$ cat config.mk
export PLATFORM = sky130hd
export DESIGN_NAME = amo_unit
export DESIGN_NICKNAME = d
export VERILOG_FILES = /design/src/rtl/amo_unit.sv
export SDC_FILE = /design/constraint.sdc
export NUM_CORES = 1
export LEC_CHECK = 0
export BUFFER_PORTS_ARGS = -buffer_cell sky130_fd_sc_hd__buf_2
export CORE_ASPECT_RATIO = 1.75
export CORE_MARGIN = 2
export CORE_UTILIZATION = 60
export DETAILED_ROUTE_END_ITERATION = 12
export PLACE_DENSITY = 0.87
export SYNTH_ARGS = -nofsm -noshare
export SYNTH_HDL_FRONTEND = slang
export SYNTH_SLANG_ARGS = --single-unit
$ cat constraint.sdc
create_clock -name clk -period 9.86 [get_ports clk]
set_input_delay 1.972 -clock clk [delete_from_list [all_inputs] [get_ports clk]]
set_output_delay 1.972 -clock clk [all_outputs]
set_load 0.02 [all_outputs]
$ cat src/rtl/amo_unit.sv
module amo_unit #(
  parameter int XLEN = 64,
  parameter int OFFW = 16,
  parameter int IMMW = 32
) (
  input  logic            clk,
  input  logic            rst_n,
  input  logic            start,
  input  logic [XLEN-1:0] base_addr,
  input  logic [OFFW-1:0] offset,
  input  logic [XLEN-1:0] src_val,
  input  logic [XLEN-1:0] r0_val,
  input  logic [1:0]      op_size,
  input  logic [IMMW-1:0] op_code,
  output logic            busy,
  output logic            done,
  output logic            illegal,
  output logic            wb_src_en,
  output logic            wb_r0_en,
  output logic [XLEN-1:0] wb_data,
  output logic            mem_req,
  output logic            mem_we,
  output logic            mem_wide,
  output logic [XLEN-1:0] mem_addr,
  output logic [XLEN-1:0] mem_wdata,
  input  logic            mem_ready,
  input  logic            mem_rvalid,
  input  logic [XLEN-1:0] mem_rdata
);
  localparam int HALF = XLEN / 2;

  typedef enum logic [2:0] {S_IDLE, S_READ, S_MOD, S_WRITE, S_DONE} state_t;
  state_t state;

  logic [XLEN-1:0] addr_q, src_q, r0_q, old_q, new_q;
  logic [3:0]      op_q;
  logic            wide_q, fetch_q, acc_q, ill_q;

  logic [3:0] code;
  logic       is_simple, is_cplx, rsv_bits, size_ok, legal;
  assign code      = op_code[7:4];
  assign is_simple = (code == 4'h0) || (code == 4'h4) || (code == 4'h5) || (code == 4'hA);
  assign is_cplx   = (code == 4'hE) || (code == 4'hF);
  assign rsv_bits  = (op_code[IMMW-1:8] != '0) || (op_code[3:1] != '0);
  assign size_ok   = (op_size == 2'd0) || (op_size == 2'd3);
  assign legal     = size_ok && !rsv_bits && (is_simple || (is_cplx && op_code[0]));

  function automatic logic [XLEN-1:0] narrow(input logic [XLEN-1:0] v, input logic w);
    return w ? v : {{(XLEN-HALF){1'b0}}, v[HALF-1:0]};
  endfunction

  logic [XLEN-1:0] src_m, r0_m, alu;
  logic            is_cas, match;
  assign src_m  = narrow(src_q, wide_q);
  assign r0_m   = narrow(r0_q, wide_q);
  assign is_cas = (op_q == 4'hF);
  assign match  = (old_q == r0_m);

  always_comb begin
    case (op_q)
      4'h4:        alu = old_q | src_m;
      4'h5:        alu = old_q & src_m;
      4'hA:        alu = old_q ^ src_m;
      4'hE, 4'hF:  alu = src_m;
      default:     alu = old_q + src_m;
    endcase
  end

  always_ff @(posedge clk) begin
    if (!rst_n) begin
      state   <= S_IDLE;
      addr_q  <= '0;
      src_q   <= '0;
      r0_q    <= '0;
      old_q   <= '0;
      new_q   <= '0;
      op_q    <= '0;
      wide_q  <= 1'b0;
      fetch_q <= 1'b0;
      acc_q   <= 1'b0;
      ill_q   <= 1'b0;
    end else begin
      case (state)
        S_IDLE: if (start) begin
          addr_q  <= base_addr + {{(XLEN-OFFW){offset[OFFW-1]}}, offset};
          src_q   <= src_val;
          r0_q    <= r0_val;
          op_q    <= code;
          wide_q  <= (op_size == 2'd3);
          fetch_q <= op_code[0];
          acc_q   <= 1'b0;
          ill_q   <= !legal;
          state   <= legal ? S_READ : S_DONE;
        end
        S_READ: begin
          if (mem_ready) acc_q <= 1'b1;
          if (mem_rvalid) begin
            old_q <= narrow(mem_rdata, wide_q);
            state <= S_MOD;
          end
        end
        S_MOD: begin
          new_q <= narrow(alu, wide_q);
          state <= (is_cas && !match) ? S_DONE : S_WRITE;
        end
        S_WRITE: if (mem_ready) state <= S_DONE;
        default: state <= S_IDLE;
      endcase
    end
  end

  assign busy      = (state != S_IDLE);
  assign done      = (state == S_DONE);
  assign illegal   = done && ill_q;
  assign wb_src_en = done && !ill_q && fetch_q && !is_cas;
  assign wb_r0_en  = done && !ill_q && is_cas;
  assign wb_data   = old_q;
  assign mem_req   = ((state == S_READ) && !acc_q) || (state == S_WRITE);
  assign mem_we    = (state == S_WRITE);
  assign mem_wide  = wide_q;
  assign mem_addr  = addr_q;
  assign mem_wdata = new_q;

  p_reject_no_mem_r8: assert property (@(posedge clk) disable iff (!rst_n)
    (!busy && start && !legal) |=> (done && illegal && !mem_req));
  p_done_single_r10: assert property (@(posedge clk) disable iff (!rst_n)
    done |=> (!done && !busy));
  p_wb_exclusive_r6: assert property (@(posedge clk) disable iff (!rst_n)
    !(wb_src_en && wb_r0_en));
  p_wb_at_done_r4: assert property (@(posedge clk) disable iff (!rst_n)
    (wb_src_en || wb_r0_en) |-> (done && !illegal));
  p_word_upper_zero_r7: assert property (@(posedge clk) disable iff (!rst_n)
    (mem_req && mem_we && !mem_wide) |-> (mem_wdata[XLEN-1:HALF] == '0));
  p_req_hold_r9: assert property (@(posedge clk) disable iff (!rst_n)
    (mem_req && !mem_ready) |=> (mem_req && $stable(mem_addr) && $stable(mem_we)));
  p_read_first_r9: assert property (@(posedge clk) disable iff (!rst_n)
    (!busy && start && legal) |=> (mem_req && !mem_we));
endmodule

# Word level (Yosys, flattened, before mapping)
# Index checks and enable logic that the tools add are counted.
dict set report word_totals {
  register_bits 331
  latch_bits 0
  mem_bits_rw 0
  rom_bits 0
  inputBits 311
  out_inout_bits 200
  word_cells 86
  memories 0
}
dict set report op_classes {
  add_sub_neg 2
  multipliers 0
  div_mod_pow 0
  n_lt_le_gt_ge 0
  n_eq_ne 20
  shift 0
  muxes 14
  bitwise 3
  n_reduce_logical 36
}
# cell n
set op_table {}
lappend op_table {{$mux 64} 4}
lappend op_table {{$pmux 64 s4} 1}
lappend op_table {{$add 64x64->64} 2}
lappend op_table {{$and 64x64->64} 1}
lappend op_table {{$eq 64x64->1} 1}
lappend op_table {{$or 64x64->64} 1}
lappend op_table {{$xor 64x64->64} 1}
lappend op_table {{$eq 4x4->1 const B} 6}
lappend op_table {{$reduce_bool 24->1} 1}
lappend op_table {{$eq 4x3->1 const B} 4}
lappend op_table {{$mux 3} 5}
lappend op_table {{$pmux 3 s4} 1}
lappend op_table {{$logic_and 1x1->1} 10}
lappend op_table {{$logic_or 1x1->1} 8}
lappend op_table {{$eq 3x2->1 const B} 2}
lappend op_table {{$logic_not 1->1} 6}
lappend op_table {{$ne 2x2->1 const B} 3}
lappend op_table {{$reduce_and 3->1} 2}
lappend op_table {{$reduce_bool 3->1} 2}
lappend op_table {{$logic_not 4->1} 1}
lappend op_table {{$reduce_and 2->1} 2}
lappend op_table {{$eq 3x1->1 const B} 1}
lappend op_table {{$eq 3x3->1 const B} 1}
lappend op_table {{$logic_not 3->1} 1}
lappend op_table {{other kinds (7)} 8}

# Logic depth before layout (Yosys ltp)
# Gate-level depths: netlist of run 1.
dict set report depth {
  word_depth 9
  ltp_mapped 20
  mapped_depth_nobuf 13
}

# Worst setup path after synthesis of run 1
# No wires, ideal clock.
dict set report synth_path {
  kind {reg-to-reg}
  start {register wide_q, in the netlist mem_wide}
  end {register new_q[61], in the netlist mem_wdata[61]}
  setup_ns 0.079
  t_arrival_ns 4.684
  required_time_ns 9.781
  setup_slack_ns 5.097
  path_stages_with_launch 21
  n_path_buf 8
  synth_period_minus_slack_ns 4.763
  path_cell_list {dfxtp_1 > clkbuf_1 > clkbuf_1 > clkbuf_1 > clkbuf_1 > buf_1 > buf_2 > buf_1 > nand2_1 > ha_1 > buf_4 > a32o_1 > and4_1 > a211oi_1 > nor2_1 > a211oi_1 > o31ai_4 > a21oi_2 > o41ai_2 > mux2i_1 > a211oi_2}
}
dict set report synth_via {
  elab_chain_len 4
  elab_cells_between_ends 7
  classes_between {add/sub (1); mux (3); bitwise (3)}
}
# item line_no
set synth_lines {}
lappend synth_lines {{start: declaration} 37} ;# logic wide_q, fetch_q, acc_q, ill_q;
lappend synth_lines {{start signal: assignment} 89} ;# wide_q <= (op_size == 2'd3);
lappend synth_lines {{$mux 64} 49} ;# return w ? v : {{(XLEN-HALF){1'b0}}, v[HALF-1:0]};
lappend synth_lines {{$add 64x64->64 (tied with other cells)} 65} ;# default: alu = old_q + src_m;
lappend synth_lines {{$pmux 64 s4} 60} ;# case (op_q)
lappend synth_lines {{$mux 64 *} 49}
lappend synth_lines {{end signal: assignment} 103} ;# new_q <= narrow(alu, wide_q);
lappend synth_lines {{end: declaration} 35} ;# logic [XLEN-1:0] addr_q, src_q, r0_q, old_q, new_q;
# Mark *: on every way between the ends. The rest lies on a longest branch, timed or not.
# A chain may end at the register's enable or synchronous reset.

# Worst setup path in the final report of run 1
dict set report layout_path {
  start {input port offset[0]}
  end {register addr_q[52], in the netlist mem_addr[52]}
}
dict set report layout_via {
  elab_chain_len 1
}
# item line_no
set layout_lines {}
lappend layout_lines {{start: declaration} 10} ;# input logic [OFFW-1:0] offset,
lappend layout_lines {{$add 64x64->64} 85} ;# addr_q <= base_addr + {{(XLEN-OFFW){offset[OFFW-1]}}, offset};
lappend layout_lines {{end signal: assignment} 85}
lappend layout_lines {{end: declaration} 35}
# No other way between the ends.

==> metrics.csv, run 1 <==
stage,metric,value,unit
timing,fin_setup_tns,0,ns
setup_path,cp_max_fo,4,
synthesis,yosysUniqueCellTypes,87,
setup_path,worst-path-buf-inv,1,
synthesis,synth_edf_count,0,
detailed_routing,wl_per_cell,22.5,um
die,row_count,95,
die,core_area,0.0382,mm2
clock_tree,clk_pin_slew,0.07,ns
clock_tree,cts_hold_buf,0,
detailed_routing,via_per_inst,6.40,
setup_path,path_cells,"buf_2, ha_1, fa_1, a211oi_1, nor2_1, o31ai_1, and3b_1, a41o_1, o21bai_1, a21oi_1, o311ai_0, nand4b_1, o211ai_1",
setup_path,arrival,5.42,ns
timing,fmax,0.202,GHz
die,initial_core_util,0.604,
placed_design,gp_congestion,1.03,
timing,slew_violations,0,
finish,drive_above_1_share,0.179,
synthesis,syn_area,0.0231,mm2
grt,track_usage,0.430,
die,ioPinCount,511,
setup_path,setup.worst_path.start_class,input pin,
synthesis,seq_area_frac_synth,0.287,
synthesis,synth_area_per_cell,7.22,um2
setup_path,max_stage_delay,0.49,ns
worst_hold_path,hold_path.class,flip-flop to flip-flop,
synthesis,ys.flop_type,dfxtp_1,
placed_design,placed_cell_area,0.0255,mm2
synthesis,async_reset_ff_frac,0,
detailed_routing,antenna_left,0,
timing,whs,0.445,ns
clock_tree,numClockSinks,331,
synthesis,synth_cells,3192,
finish,areaGrowthSynthToFinish,15.5,%
detailed_routing,num_vias,26000,
timing,fin_crit_sh,0.502,
clock_tree,clk_latency,0.60,ns
grt,first_global_vias,24700,
timing,hold_violations,0,
die,die-area,0.0401,mm2
detailed_routing,drt-pass1-iter-count,6,
timing,rsz0062_at_grt,no,
clock_tree,post_cts_resized,0,
run,cap_violations,0,
grt,grt_first_pass_wirelength,137,mm
die,die_h,263,um
timing,slew_headroom,0.277,
synthesis,ys_warn_count,0,
pwr,vdd_ir_drop_max,156,uV
timing,fin_crit,4.95,ns
setup_path,crit_slowest_cell,a21oi_1,
placed_design,hpwlAfterDp,67.7,mm
detailed_routing,drt_iter0_drc,2241,
timing,worstMarginPinSlew,1.07,ns
run_status,outcome,completed,
detailed_routing,post-route-drc-count,0,
die,die_x,152,um
finish,final_cells,4061,
grt,grt_overflow_total,0,
grt,antenna_found_initial,24,
clock_tree,clock_tree.root_cell,clkbuf_16,
finish,fin_util,0.698,
synthesis,ys_ff_latch,331,
synthesis,synth_fp_nets,3682,
setup_path,cp-end-kind,flip-flop,
clock_tree,htreeDepth,1,
clock_tree,clk_path_buf_depth,3,
timing,skew,0.0200,ns
grt,grt_max_degree,105,
pwr,powerDensity,129,mW/mm2
detailed_routing,wl,91.2,mm
placed_design,place_inst,3987,
finish,finalInstanceArea,0.0266,mm2
finish,nets,4025,
clock_tree,cts_tree,done,
placed_design,port_buffers,510,
setup_path,worstPathRequired,10.33,ns
clock_tree,numCtsBuffers,31,
pwr,p_leak,11.5,nW
timing,setup_viol,0,
setup_path,cp_top_family,compound AO/OA/AOI/OAI gates,
setup_path,crit_type,input pin to flip-flop,
clock_tree,post_cts_buffers,0,
[state kept, by name, indices dropped and copies added, names as in the netlist, 3 cells and up]
signal and count:
state 3, r0_q 64, op_q 4, wb_data 64
mem_wdata 64, mem_addr 64, src_q 64
[cell usage in the layout (no fill, tap or decap), types with 25 or more instances in the layout]
| cell | Yosys | layout |
|---|---|---|
| a21oi_1 | 460 | 460 |
| a31oi_1 | 37 | 37 |
| a21o_1 | 50 | 50 |
| nand4_1 | 51 | 51 |
| a221oi_1 | 25 | 25 |
| nor3_1 | 35 | 33 |
| nor2_1 | 124 | 121 |
| dfxtp_1 | 331 | 330 |
| o21ai_0 | 208 | 208 |
| nand3_1 | 103 | 103 |
| clkbuf_16 | 0 | 31 |
| ha_1 | 177 | 177 |
| nand2_1 | 658 | 656 |
| buf_2 | 7 | 510 |
| xor2_1 | 64 | 64 |
| a211oi_1 | 39 | 39 |
| o211ai_1 | 31 | 31 |
| inv_1 | 150 | 149 |
| buf_4 | 17 | 28 |
| xnor2_1 | 75 | 75 |
[report_power, final]
part           internal, W  switching, W
Clock             0.000693      0.000584
Combinational     0.000247      0.000439
Sequential         0.00140     0.0000623
Total              0.00234       0.00108
[synthesized netlist by cell type, drive strengths merged (19+ instances only)]
cell	count	area, um2
a211oi	40	305
a21o	53	402
a21oi	462	2320
a221oi	25	219
a22oi	24	180
a31oi	37	231
a32o	23	230
a32oi	20	175
buf	35	215
clkbuf	192	723
dfxtp	331	6630
ha	177	2210
inv	150	563
nand2	658	2470
nand3	103	515
nand4	52	340
nor2	124	465
nor3	35	175
nor4	21	131
o211ai	31	233
o21a	19	143
o21ai	211	1060
o21bai	24	180
xnor2	75	657
xor2	64	561
[cells by family after synthesis]
family / synth area share
and+or+nand+nor: 0.205
AOI/OAI and AO/OA: 0.288
buffers and inverters: 0.0655
DFF: 0.287
adders and majority gates: 0.0978
xor gates and xnor gates: 0.0528
muxes: 0.00353
[worst min-delay path, delay by kind of cell, from the launching register on]
kind	cells	cell delay, ns
DFF	1	0.31
and+or+nand+nor	2	0.09
[layout make-up]
class | instances | area, um2
clock buffer | 34 | 797
inverter | 150 | 571
sequential | 331 | 6630
tap | 485 | 607
timing repair buffer | 538 | 2760
multi-input combinational | 2483 | 15000
antenna | 18 | 45.0
fill | 3328 | 11500
clock inverter | 22 | 241
[routing by layer]
metal  vias up  wire [um]  track usage
li1      12000          -            -
met1     12000      29900        0.442
met2      1536      43500        0.745
met3       455       8550       0.0923
met4        22       9160        0.353
met5         -        142            0
[per-stage QoR]
step                      power, W  worst slack (ns)
after global placement     0.00215              4.46
after global routing       0.00353              4.79
after detailed placement   0.00216              4.43
final                      0.00342              4.91
after floorplan            0.00191              5.10
after CTS                  0.00341              5.04
[worst paths after layout]
kind / start / endpoint / slack [ns] / cells past startpoint
worst max-delay path: offset[0] / mem_addr[52] / 4.91 / 13
worst min register to register: mem_wdata[43] / mem_wdata[43] / 0.45 / 2
worst max register to register: mem_wide / mem_wdata[63] / 5.16 / 12
worst min-delay path: mem_wdata[43] / mem_wdata[43] / 0.45 / 2
No activity file was read; power rests on OpenSTA's default activity.
==> run 2, diff against run 1 <==
Settings changed: CORE_UTILIZATION 60 to 51, PLACE_DENSITY 0.87 to 0.79.
Clock period 9.86 ns to 4.2 ns, I/O delays scaled along.
==> metrics.csv, run 2 (synthesis gave the netlist of run 1 again) <==
stage,metric,value,unit,change
timing,skew,0.0183,ns,-0.00171 ns
clock_tree,clk_latency,0.56,ns,-0.04 ns
detailed_routing,antenna_left,0,,unchanged
finish,nFillCells,4298,,+29%
timing,slew_violations,0,,unchanged
timing,worstMarginPinSlew,0.994,ns,-0.0805 ns
grt,grt_max_degree,110,,+4.8%
setup_path,cp_max_fo,5,,+1
clock_tree,post_cts_buffers,0,,unchanged
setup_path,worstPathRequired,4.65,ns,-5.68 ns
clock_tree,post_cts_resized,0,,unchanged
run_status,outcome,completed,,
die,ioPinCount,511,,unchanged
pwr,powerDensity,307,mW/mm2,+140%
die,core_area,0.0448,mm2,+18%
finish,nets,4121,,+2.4%
clock_tree,numCtsBuffers,36,,+16%
timing,whs,0.442,ns,-0.00310 ns
finish,layout_common_cells,"nand2_1 (656), buf_2 (510), a21oi_1 (460), dfxtp_1 (330), o21ai_0 (208)",,
grt,grt_overflow_total,0,,unchanged
pwr,vdd_ir_drop_max,395,uV,+150%
timing,setup_viol,0,,unchanged
setup_path,arrival,4.44,ns,-0.98 ns
run,cap_violations,0,,unchanged
setup_path,crit_path_frequent_cell,a311o_1,,
worst_hold_path,hold_path.class,flip-flop to flip-flop,,
setup_path,cp-end-kind,flip-flop,,
timing,rsz0062_at_grt,no,,
setup_path,cp_top_family,compound AO/OA/AOI/OAI gates,,
detailed_routing,drt-pass1-iter-count,7,,+1
grt,grt_first_pass_wirelength,148,mm,+7.4%
clock_tree,clock_tree.root_cell,clkbuf_16,,
clock_tree,clk_pin_slew,0.07,ns,about the same
detailed_routing,via_per_inst,6.20,,-3.2%
detailed_routing,drt_iter0_drc,2091,,-6.7%
die,die-area,0.0470,mm2,+17%
finish,layout_commonest_cell,nand2_1,,
die,row_count,103,,+8.4%
finish,drive_above_1_share,0.201,,+0.0218
die,initial_core_util,0.514,,-0.0902
detailed_routing,wl,99.6,mm,+9.2%
setup_path,crit_type,flip-flop to flip-flop,,
setup_path,path_cells,"ha_1, fa_1, a211oi_1, o21ai_0, a21oi_1, o21ai_1, a311o_1, a31oi_1, o211a_1, o41ai_2, a311o_1, and4_1",,
setup_path,setup.worst_path.start_class,flip-flop,,
clock_tree,htreeDepth,2,,+1
detailed_routing,wl_per_cell,23.5,um,+4.5%
die,die_x,165,um,+8.2%
setup_path,worst-path-buf-inv,0,,-1
pwr,p_leak,12.1,nW,+4.9%
timing,fin_crit,3.99,ns,
timing,fin_setup_tns,0,ns,unchanged
setup_path,crit_slowest_cell,fa_1,,
setup_path,max_stage_delay,0.45,ns,-0.04 ns
die,die_h,285,um,+8.3%
placed_design,gp_congestion,1.03,,+0.11%
timing,fin_crit_sh,0.950,,
placed_design,hpwlAfterDp,75.8,mm,+12%
clock_tree,numClockSinks,331,,unchanged
grt,track_usage,0.412,,-0.0181
timing,slew_headroom,0.332,,+0.0541
placed_design,port_buffers,510,,unchanged
clock_tree,cts_tree,done,,
detailed_routing,num_vias,26300,,+1.1%
detailed_routing,post-route-drc-count,0,,unchanged
grt,first_global_vias,25500,,+3.0%
finish,areaGrowthSynthToFinish,20.0,%,
timing,fmax,0.251,GHz,
setup_path,regToRegSetupSlack,0.21,ns,-4.95 ns
timing,hold_violations,0,,unchanged
grt,antenna_found_initial,18,,-25%
clock_tree,clk_path_buf_depth,3,,unchanged
clock_tree,cts_hold_buf,0,,unchanged
## run 2: changes by cell type in the layout (fill, tap and decap cells not counted)
cell | before | now
buf_4 | 28 | 112
buf_12 | 0 | 7
diode_2 | 18 | 11
clkbuf_16 | 31 | 37
clkbuf_8 | 1 | 6
clkinv_2 | 8 | 4
a211oi_1 | 39 | 38
a211oi_2 | 1 | 2
bufinv_16 | 4 | 3
clkinvlp_4 | 3 | 2
## run 2: cell type report
cell class	count	area, um2	area share
multi-input cells	2483	15000	0.541
repair buffers	629	3530	0.128
clock buffers	45	1020	0.0367
flip-flops and latches	331	6630	0.240
diodes	11	27.5	0.000995
inverters	150	571	0.0206
well taps	577	722	0.0261
clock inverters	16	184	0.00665
## run 2: worst min-delay path: stages, from the launching register on
cell	delay, ns
dfxtp_1	0.31
nand2_1	0.05
nand2_1	0.04
## run 2: where the power goes
group          internal (W)  switching, W
sequential          0.00329      0.000128
combinational      0.000641       0.00108
clock               0.00191       0.00145
total               0.00584       0.00266
## run 2: through the flow
step | cell area, um2 | util | setup WS, ns | power (W) | cells
floorplan | 23100 | - | 0.0156 | 0.00448 | 3192
CTS | 27600 | 0.616 | 0.269 | 0.00849 | 4231
finish | 27700 | 0.617 | 0.212 | 0.00850 | 4242
detailed placement | 26400 | 0.589 | 0.195 | 0.00516 | 4170
global placement | 26400 | 0.589 | 0.213 | 0.00516 | 4170
global route | 27600 | 0.617 | 0.0442 | 0.00877 | 4239
## run 2: worst paths after layout
check | start | end | depth (start not counted)
worst max register to register | wb_data[0] | mem_wdata[56] | 12
worst min register to register | mem_wdata[63] | mem_wdata[63] | 2
worst max-delay path | wb_data[0] | mem_wdata[56] | 12
worst min-delay path | mem_wdata[63] | mem_wdata[63] | 2
## run 2: metal layers
layer / GRT usage / share of wire / vias to the layer above
li1: - / - / 12200
met1: 0.418 / 0.33 / 12200
met2: 0.706 / 0.48 / 1388
met3: 0.102 / 0.084 / 465
met4: 0.330 / 0.098 / 16
met5: 0 / 0.00095 / -
